`config.mk`:
```
export PLATFORM = sky130hd
export DESIGN_NAME = core_reg_seq
export DESIGN_NICKNAME = d
export VERILOG_FILES = /design/src/rtl/crs_pkg.sv /design/src/rtl/crs_req_map.sv /design/src/rtl/crs_poll_ctr.sv /design/src/rtl/crs_fsm.sv /design/src/rtl/core_reg_seq.sv
export SDC_FILE = /design/constraint.sdc
export NUM_CORES = 1
export LEC_CHECK = 0
export BUFFER_PORTS_ARGS = -buffer_cell sky130_fd_sc_hd__buf_4
export CAP_MARGIN = 30
export CELL_PAD_IN_SITES_DETAIL_PLACEMENT = 0
export CELL_PAD_IN_SITES_GLOBAL_PLACEMENT = 1
export CORE_MARGIN = 5
export CORE_UTILIZATION = 39
export DETAILED_ROUTE_END_ITERATION = 12
export PLACE_DENSITY = 0.85
export SYNTH_ARGS = -nofsm -noshare
export SYNTH_HDL_FRONTEND = slang
export SYNTH_SLANG_ARGS = --single-unit
```
`constraint.sdc`:
```
create_clock -name clk -period 8.6 [get_ports clk]
set_clock_uncertainty 0.15 [all_clocks]
set_input_delay 0.43 -clock clk [delete_from_list [all_inputs] [get_ports clk]]
set_output_delay 0.43 -clock clk [all_outputs]
set_load 0.005 [all_outputs]
```
`src/rtl/crs_pkg.sv`:
```
package crs_pkg;

    localparam int DATA_W = 32;
    localparam int REG_W  = 7;
    localparam int ACK_W  = 3;

    localparam logic [3:0] ADDR_TAR = 4'h4;
    localparam logic [3:0] ADDR_DRW = 4'hC;
    localparam logic [3:0] ADDR_BUF = 4'hC;

    localparam logic [DATA_W-1:0] MEM_DATA = 32'hE000_EDF8;
    localparam logic [DATA_W-1:0] MEM_SEL  = 32'hE000_EDF4;
    localparam logic [DATA_W-1:0] MEM_STAT = 32'hE000_EDF0;

    localparam int RDY_BIT = 16;
    localparam int DIR_BIT = 16;
    localparam logic [ACK_W-1:0] ACK_OK = 3'b001;

    typedef enum logic [3:0] {
        ST_IDLE,
        ST_TAR_DAT,
        ST_DRW_WR,
        ST_TAR_SEL,
        ST_DRW_SEL,
        ST_TAR_STA,
        ST_POLL_AP,
        ST_POLL_DP,
        ST_RD_AP,
        ST_RD_DP
    } step_e;

    typedef enum logic [1:0] {
        RES_OK      = 2'd0,
        RES_ACK     = 2'd1,
        RES_PARITY  = 2'd2,
        RES_TIMEOUT = 2'd3
    } result_e;

    typedef struct packed {
        logic              ap;
        logic [3:0]        addr;
        logic              rnw;
        logic [DATA_W-1:0] data;
    } txn_t;

    function automatic logic [DATA_W-1:0] sel_word(input logic wr, input logic [REG_W-1:0] rn);
        logic [DATA_W-1:0] w;
        w = '0;
        w[REG_W-1:0] = rn;
        w[DIR_BIT]   = wr;
        return w;
    endfunction

endpackage

```
`src/rtl/crs_req_map.sv`:
```
module crs_req_map
    import crs_pkg::*;
(
    input  step_e                step,
    input  logic                 wr,
    input  logic [REG_W-1:0]     regnum,
    input  logic [DATA_W-1:0]    wdata,
    output logic                 valid,
    output txn_t                 req
);
    always_comb begin
        valid = (step != ST_IDLE);
        req   = '{ap: 1'b1, addr: ADDR_DRW, rnw: 1'b1, data: '0};
        unique case (step)
            ST_TAR_DAT: req = '{ap: 1'b1, addr: ADDR_TAR, rnw: 1'b0, data: MEM_DATA};
            ST_DRW_WR:  req = '{ap: 1'b1, addr: ADDR_DRW, rnw: 1'b0, data: wdata};
            ST_TAR_SEL: req = '{ap: 1'b1, addr: ADDR_TAR, rnw: 1'b0, data: MEM_SEL};
            ST_DRW_SEL: req = '{ap: 1'b1, addr: ADDR_DRW, rnw: 1'b0, data: sel_word(wr, regnum)};
            ST_TAR_STA: req = '{ap: 1'b1, addr: ADDR_TAR, rnw: 1'b0, data: MEM_STAT};
            ST_POLL_AP,
            ST_RD_AP:   req = '{ap: 1'b1, addr: ADDR_DRW, rnw: 1'b1, data: '0};
            ST_POLL_DP,
            ST_RD_DP:   req = '{ap: 1'b0, addr: ADDR_BUF, rnw: 1'b1, data: '0};
            default:    req = '{ap: 1'b1, addr: ADDR_DRW, rnw: 1'b1, data: '0};
        endcase
    end
endmodule

```
`src/rtl/crs_poll_ctr.sv`:
```
module crs_poll_ctr #(
    parameter int CNT_W = 16
) (
    input  logic             clk,
    input  logic             rst,
    input  logic             start,
    input  logic [CNT_W-1:0] limit,
    input  logic             bump,
    output logic             last
);
    logic [CNT_W-1:0] lim_q;
    logic [CNT_W-1:0] cnt_q;

    always_ff @(posedge clk) begin
        if (rst) begin
            lim_q <= CNT_W'(1);
            cnt_q <= '0;
        end else if (start) begin
            lim_q <= (limit == '0) ? CNT_W'(1) : limit;
            cnt_q <= '0;
        end else if (bump) begin
            cnt_q <= cnt_q + 1'b1;
        end
    end

    assign last = ({1'b0, cnt_q} + 1'b1) >= {1'b0, lim_q};

    AST_POLL_BOUND: assert property (@(posedge clk) disable iff (rst)
        cnt_q < lim_q);
endmodule

```
`src/rtl/crs_fsm.sv`:
```
module crs_fsm
    import crs_pkg::*;
(
    input  logic               clk,
    input  logic               rst,
    input  logic               op_valid,
    input  logic               op_write,
    input  logic [REG_W-1:0]   op_regnum,
    input  logic [DATA_W-1:0]  op_wdata,
    input  logic               rsp_valid,
    input  logic [ACK_W-1:0]   rsp_ack,
    input  logic               rsp_perr,
    input  logic [DATA_W-1:0]  rsp_rdata,
    input  logic               poll_last,
    output step_e              step,
    output logic               start,
    output logic               bump,
    output logic               wr_q,
    output logic [REG_W-1:0]   regnum_q,
    output logic [DATA_W-1:0]  wdata_q,
    output logic               done,
    output logic [DATA_W-1:0]  rd_data,
    output result_e            result,
    output logic [ACK_W-1:0]   fault_ack
);
    logic fail;
    logic ready_seen;

    assign start      = (step == ST_IDLE) && op_valid;
    assign fail       = rsp_valid && ((rsp_ack != ACK_OK) || rsp_perr);
    assign ready_seen = rsp_rdata[RDY_BIT];
    assign bump       = rsp_valid && !fail && (step == ST_POLL_DP) && !ready_seen && !poll_last;

    always_ff @(posedge clk) begin
        if (rst) begin
            step      <= ST_IDLE;
            wr_q      <= 1'b0;
            regnum_q  <= '0;
            wdata_q   <= '0;
            done      <= 1'b0;
            rd_data   <= '0;
            result    <= RES_OK;
            fault_ack <= '0;
        end else begin
            done <= 1'b0;
            if (start) begin
                wr_q      <= op_write;
                regnum_q  <= op_regnum;
                wdata_q   <= op_wdata;
                fault_ack <= '0;
                step      <= op_write ? ST_TAR_DAT : ST_TAR_SEL;
            end else if (step != ST_IDLE && rsp_valid) begin
                if (fail) begin
                    step      <= ST_IDLE;
                    done      <= 1'b1;
                    result    <= (rsp_ack != ACK_OK) ? RES_ACK : RES_PARITY;
                    fault_ack <= (rsp_ack != ACK_OK) ? rsp_ack : '0;
                end else begin
                    unique case (step)
                        ST_TAR_DAT: step <= wr_q ? ST_DRW_WR : ST_RD_AP;
                        ST_DRW_WR:  step <= ST_TAR_SEL;
                        ST_TAR_SEL: step <= ST_DRW_SEL;
                        ST_DRW_SEL: step <= ST_TAR_STA;
                        ST_TAR_STA: step <= ST_POLL_AP;
                        ST_POLL_AP: step <= ST_POLL_DP;
                        ST_POLL_DP: begin
                            if (ready_seen) begin
                                if (wr_q) begin
                                    step   <= ST_IDLE;
                                    done   <= 1'b1;
                                    result <= RES_OK;
                                end else begin
                                    step <= ST_TAR_DAT;
                                end
                            end else if (poll_last) begin
                                step   <= ST_IDLE;
                                done   <= 1'b1;
                                result <= RES_TIMEOUT;
                            end else begin
                                step <= ST_POLL_AP;
                            end
                        end
                        ST_RD_AP:   step <= ST_RD_DP;
                        ST_RD_DP: begin
                            rd_data <= rsp_rdata;
                            step    <= ST_IDLE;
                            done    <= 1'b1;
                            result  <= RES_OK;
                        end
                        default:    step <= ST_IDLE;
                    endcase
                end
            end
        end
    end

    AST_DATA_AFTER_READY: assert property (@(posedge clk) disable iff (rst)
        (step == ST_TAR_DAT && $past(step) == ST_POLL_DP) |-> $past(rsp_rdata[RDY_BIT]));

    AST_ABORT_NOW: assert property (@(posedge clk) disable iff (rst)
        (step != ST_IDLE && rsp_valid && rsp_ack != ACK_OK) |=> (done && step == ST_IDLE && result == RES_ACK));
endmodule

```
`src/rtl/core_reg_seq.sv`:
```
module core_reg_seq
    import crs_pkg::*;
#(
    parameter int CNT_W = 16
) (
    input  logic                 clk,
    input  logic                 rst,
    input  logic                 op_valid,
    output logic                 op_ready,
    input  logic                 op_write,
    input  logic [REG_W-1:0]     op_regnum,
    input  logic [DATA_W-1:0]    op_wdata,
    input  logic [CNT_W-1:0]     poll_limit,
    output logic                 done,
    output logic [DATA_W-1:0]    rd_data,
    output logic [1:0]           result,
    output logic [ACK_W-1:0]     fault_ack,
    output logic                 txn_valid,
    output logic                 txn_ap,
    output logic [3:0]           txn_addr,
    output logic                 txn_rnw,
    output logic [DATA_W-1:0]    txn_wdata,
    input  logic                 rsp_valid,
    input  logic [ACK_W-1:0]     rsp_ack,
    input  logic                 rsp_perr,
    input  logic [DATA_W-1:0]    rsp_rdata
);
    step_e             step;
    logic              start;
    logic              bump;
    logic              poll_last;
    logic              wr_q;
    logic [REG_W-1:0]  regnum_q;
    logic [DATA_W-1:0] wdata_q;
    result_e           res_e;
    txn_t              req;

    crs_fsm u_fsm (
        .clk       (clk),
        .rst       (rst),
        .op_valid  (op_valid),
        .op_write  (op_write),
        .op_regnum (op_regnum),
        .op_wdata  (op_wdata),
        .rsp_valid (rsp_valid),
        .rsp_ack   (rsp_ack),
        .rsp_perr  (rsp_perr),
        .rsp_rdata (rsp_rdata),
        .poll_last (poll_last),
        .step      (step),
        .start     (start),
        .bump      (bump),
        .wr_q      (wr_q),
        .regnum_q  (regnum_q),
        .wdata_q   (wdata_q),
        .done      (done),
        .rd_data   (rd_data),
        .result    (res_e),
        .fault_ack (fault_ack)
    );

    crs_poll_ctr #(.CNT_W(CNT_W)) u_poll (
        .clk   (clk),
        .rst   (rst),
        .start (start),
        .limit (poll_limit),
        .bump  (bump),
        .last  (poll_last)
    );

    crs_req_map u_map (
        .step   (step),
        .wr     (wr_q),
        .regnum (regnum_q),
        .wdata  (wdata_q),
        .valid  (txn_valid),
        .req    (req)
    );

    assign op_ready  = (step == ST_IDLE);
    assign result    = res_e;
    assign txn_ap    = req.ap;
    assign txn_addr  = req.addr;
    assign txn_rnw   = req.rnw;
    assign txn_wdata = req.data;

    AST_REQ_HOLD: assert property (@(posedge clk) disable iff (rst)
        (txn_valid && !rsp_valid) |=> (txn_valid && $stable(txn_ap) && $stable(txn_addr)
                                       && $stable(txn_rnw) && $stable(txn_wdata)));

    AST_IDLE_QUIET: assert property (@(posedge clk) disable iff (rst)
        op_ready |-> !txn_valid);

    AST_DONE_ONCE: assert property (@(posedge clk) disable iff (rst)
        done |=> !done);
endmodule

```
==> summary.txt <==
Setup path
  – CP Capture Type: flop
  – WP data arrival: 4.39 ns
  – Crit. Startpoint: u_poll.cnt_q[0]$_SDFFE_PP0P_
  – CP startpoint kind: flop
  – Crit path max fanout: 14
  – CP Class: reg -> reg
  – Slowest library cell on the worst path: a2111oi_0
  – CP most frequent cell: ha_1
  – Reg2reg start: u_poll.cnt_q[0]$_SDFFE_PP0P_
  – Max incr delay on CP: 0.73 ns
  – CP cell instances: ha_1, nand3_2, or3_4, xnor2_1, ha_1, nand4_1, nor3_1, a2111oi_0, o211ai_1, or4_1, a21oi_1
  – Critical Path RT: 8.77 ns
  – Register-to-Register Path Depth: 11

Finish
  – Antenna cells: 0
  – Most frequent cells in the layout: nand2_1, buf_4, dfxtp_1
  – Commonest non-fill, non-tap cell in the layout: nand2_1
  – Fin nets: 984
  – Layout Area Growth over Synthesis: 35.30%
  – Layout cells sized above 1: 24.38%
  – Fillers: 1346

Synthesis
  – Synth warn: 0
  – Count of cell types in the netlist: 55
  – Async set-reset flop share out of synthesis: 0%
  – Sequential share of the synthesized area: 42.00%
  – Avg Inst Size Synth: 7.495 sq um
  – Post-synthesis instance total: 725
  – Register bit total from synthesis: 114
  – EDFF count, synth: 0
  – Dominant synthesized flop cell: dfxtp_1
  – Netlist Area Pre-Place: 5434 sq um

Global route
  – Grt total ovfl: 0
  – Largest net degree at the start of global routing: 93
  – First-pass GRT wire length: 26580 um
  – Overall routing resource usage: 20.26%
  – Vias in the first global route: 5373
  – Initial antenna violation count: 0

Floorplan
  – Core Box Area: 13770 sq um
  – # IOs: 174
  – Die ar.: 16390 sq um
  – Starting Density: 39.45%
  – Die span in x: 128.0 um
  – Chip height: 128.0 um
  – # rows: 43

Placed design
  – Buffers on Ports: 170
  – Placer congestion estimate: 0.8725
  – DP HPWL: 11980 um

STA
  – RSZ-0062 raised after global routing: false
  – Min Tclk post-route: 4.220 ns
  – Fin. max-slew vios: 0
  – Final setup fails: 0
  – Worst slew margin: 32.03%
  – Period utilization: 49.07%
  – Setup Total Neg Slack: 0 ns
  – Final Hold Viols: 0
  – Worst slew pin tran: 1.020 ns
  – Fmax: 0.2370 GHz

Clocking
  – Root Buffer: clkbuf_16
  – H-tree depth: 4
  – CTS tree: built
  – Hold Buf Count CTS: 0
  – Post-CTS setup buffer count: 0
  – TritonCTS buffer count: 17
  – Max Root-Sink Buffers: 2
  – Clock Sinks: 114
  – Post-CTS resize count: 0
  – Clock-pin slew on the worst setup and hold paths: 0.05 ns
  – Clock Latency Late Sink: 0.41 ns

Detailed routing
  – Vias: 5509
  – Vias/cell: 5.187
  – Drt total wl: 16870 um
  – # DRC: 0
  – DR iter-0 viols: 388
  – Wire length per cell: 15.89 um
  – DR pass1 iterations: 4
  – ANT nets after route: 0

Run
  – Max-cap viol count: 0

Power and ir drop
  – PD cells: 188.5 nW/um^2
  – Peak ir drop on the vdd network: 0.0001239 V
  – Power Total: 0.001386 W
  – P_leak: 3.112 nW

Min path
  – Worst hold path type: in -> reg
  – Worst hold path depth: 3
  – Hold_sp: poll_limit[9]

Outcome
  – Status: complete, no violations
[synthesized netlist by cell type (all sizes together), types with 8 or more instances]
cell / number / area [sq um]
a21oi: 97 / 485.5
a22oi: 8 / 60.06
and2: 17 / 108.9
buf: 10 / 56.30
clkbuf: 40 / 150.1
dfxtp: 114 / 2282
ha: 17 / 212.7
inv: 22 / 82.58
nand2: 219 / 822.0
nand3: 15 / 80.08
nand4: 9 / 56.30
nor2: 26 / 97.59
nor3: 8 / 40.04
nor4: 9 / 56.30
o21ai: 21 / 105.1
or3: 10 / 67.56
[stage by stage]
| step | setup WS (ns) | cells | util, % | hold WS [ns] | instance area, sq um |
|---|---|---|---|---|---|
| floorplan | 5.204 | 726 | - | 0.2817 | 5438 |
| global placement | 4.698 | 1031 | 49.20 | 0.2876 | 6777 |
| detailed placement | 4.431 | 1032 | 49.40 | 0.2938 | 6804 |
| CTS | 4.407 | 1062 | 53.38 | 0.06385 | 7352 |
| global route | 4.000 | 1062 | 53.38 | 0.08948 | 7352 |
| finish | 4.380 | 1062 | 53.38 | 0.07996 | 7352 |
[cells by family after synthesis]
family                     synth area share [%]
other                                    0.1382
and+or+nand+nor                           27.98
adders and majority gates                 3.914
muxes                                     1.381
AOI/OAI and AO/OA                         17.02
xor gates and xnor gates                  2.257
buffers and inverters                     5.319
DFF                                       42.00
[where the power goes]
part           internal [W]  leakage, nW  switching [W]  total, W
registers          0.000550        0.927      0.0000125  0.000563
logic             0.0000739         1.92      0.0000953  0.000169
clock network      0.000422        0.269       0.000232  0.000654
[final cells by class]
class	instances	area (sq um)	share of cell area [%]
Multi-Input combinational cell	540	2873	39.07
Sequential cell	114	2282	31.04
Timing Repair Buffer	176	1341	18.24
Clock buffer	25	495.5	6.739
Tap cell	180	225.2	3.063
Inverter	22	82.58	1.123
Clock inverter	5	52.55	0.7148
[layer usage]
| metal | track usage (%) | wire length, um | vias to the layer above |
|---|---|---|---|
| met4 | 5.805 | 251 | 0 |
| met5 | 0 | 0 | - |
| met2 | 34.57 | 8412 | 173 |
| met1 | 23.67 | 6855 | 2560 |
| met3 | 7.792 | 1351 | 26 |
| li1 | - | - | 2750 |
[worst max-delay path, delay by kind of cell (launching register included)]
family	cells	cell delay (ns)
AOI/OAI and AO/OA	3	1.41
and+or+nand+nor	5	1.45
DFF	1	0.41
adders and majority gates	2	0.58
xor gates and xnor gates	1	0.14
[flip-flops by register name (all words and copies together), names as in the netlist]
name             cells
u_fsm.done           1
u_fsm.step           4
u_poll.cnt_q        16
u_fsm.wdata_q       32
u_poll.lim_q        16
u_fsm.regnum_q       7
u_fsm.fault_ack      3
u_fsm.result         2
u_fsm.wr_q           1
u_fsm.rd_data       32
[path summary, 6_finish.rpt]
kind,to,slack [ns]
max,u_poll.cnt_q[7]$_SDFFE_PP0P_,4.38
min,u_poll.lim_q[9]$_SDFFE_PP0P_,0.08
max reg2reg,u_poll.cnt_q[7]$_SDFFE_PP0P_,4.38
min reg2reg,u_fsm.wdata_q[9]$_SDFFE_PP0P_,0.30
Power figures use the tool's default switching activity.
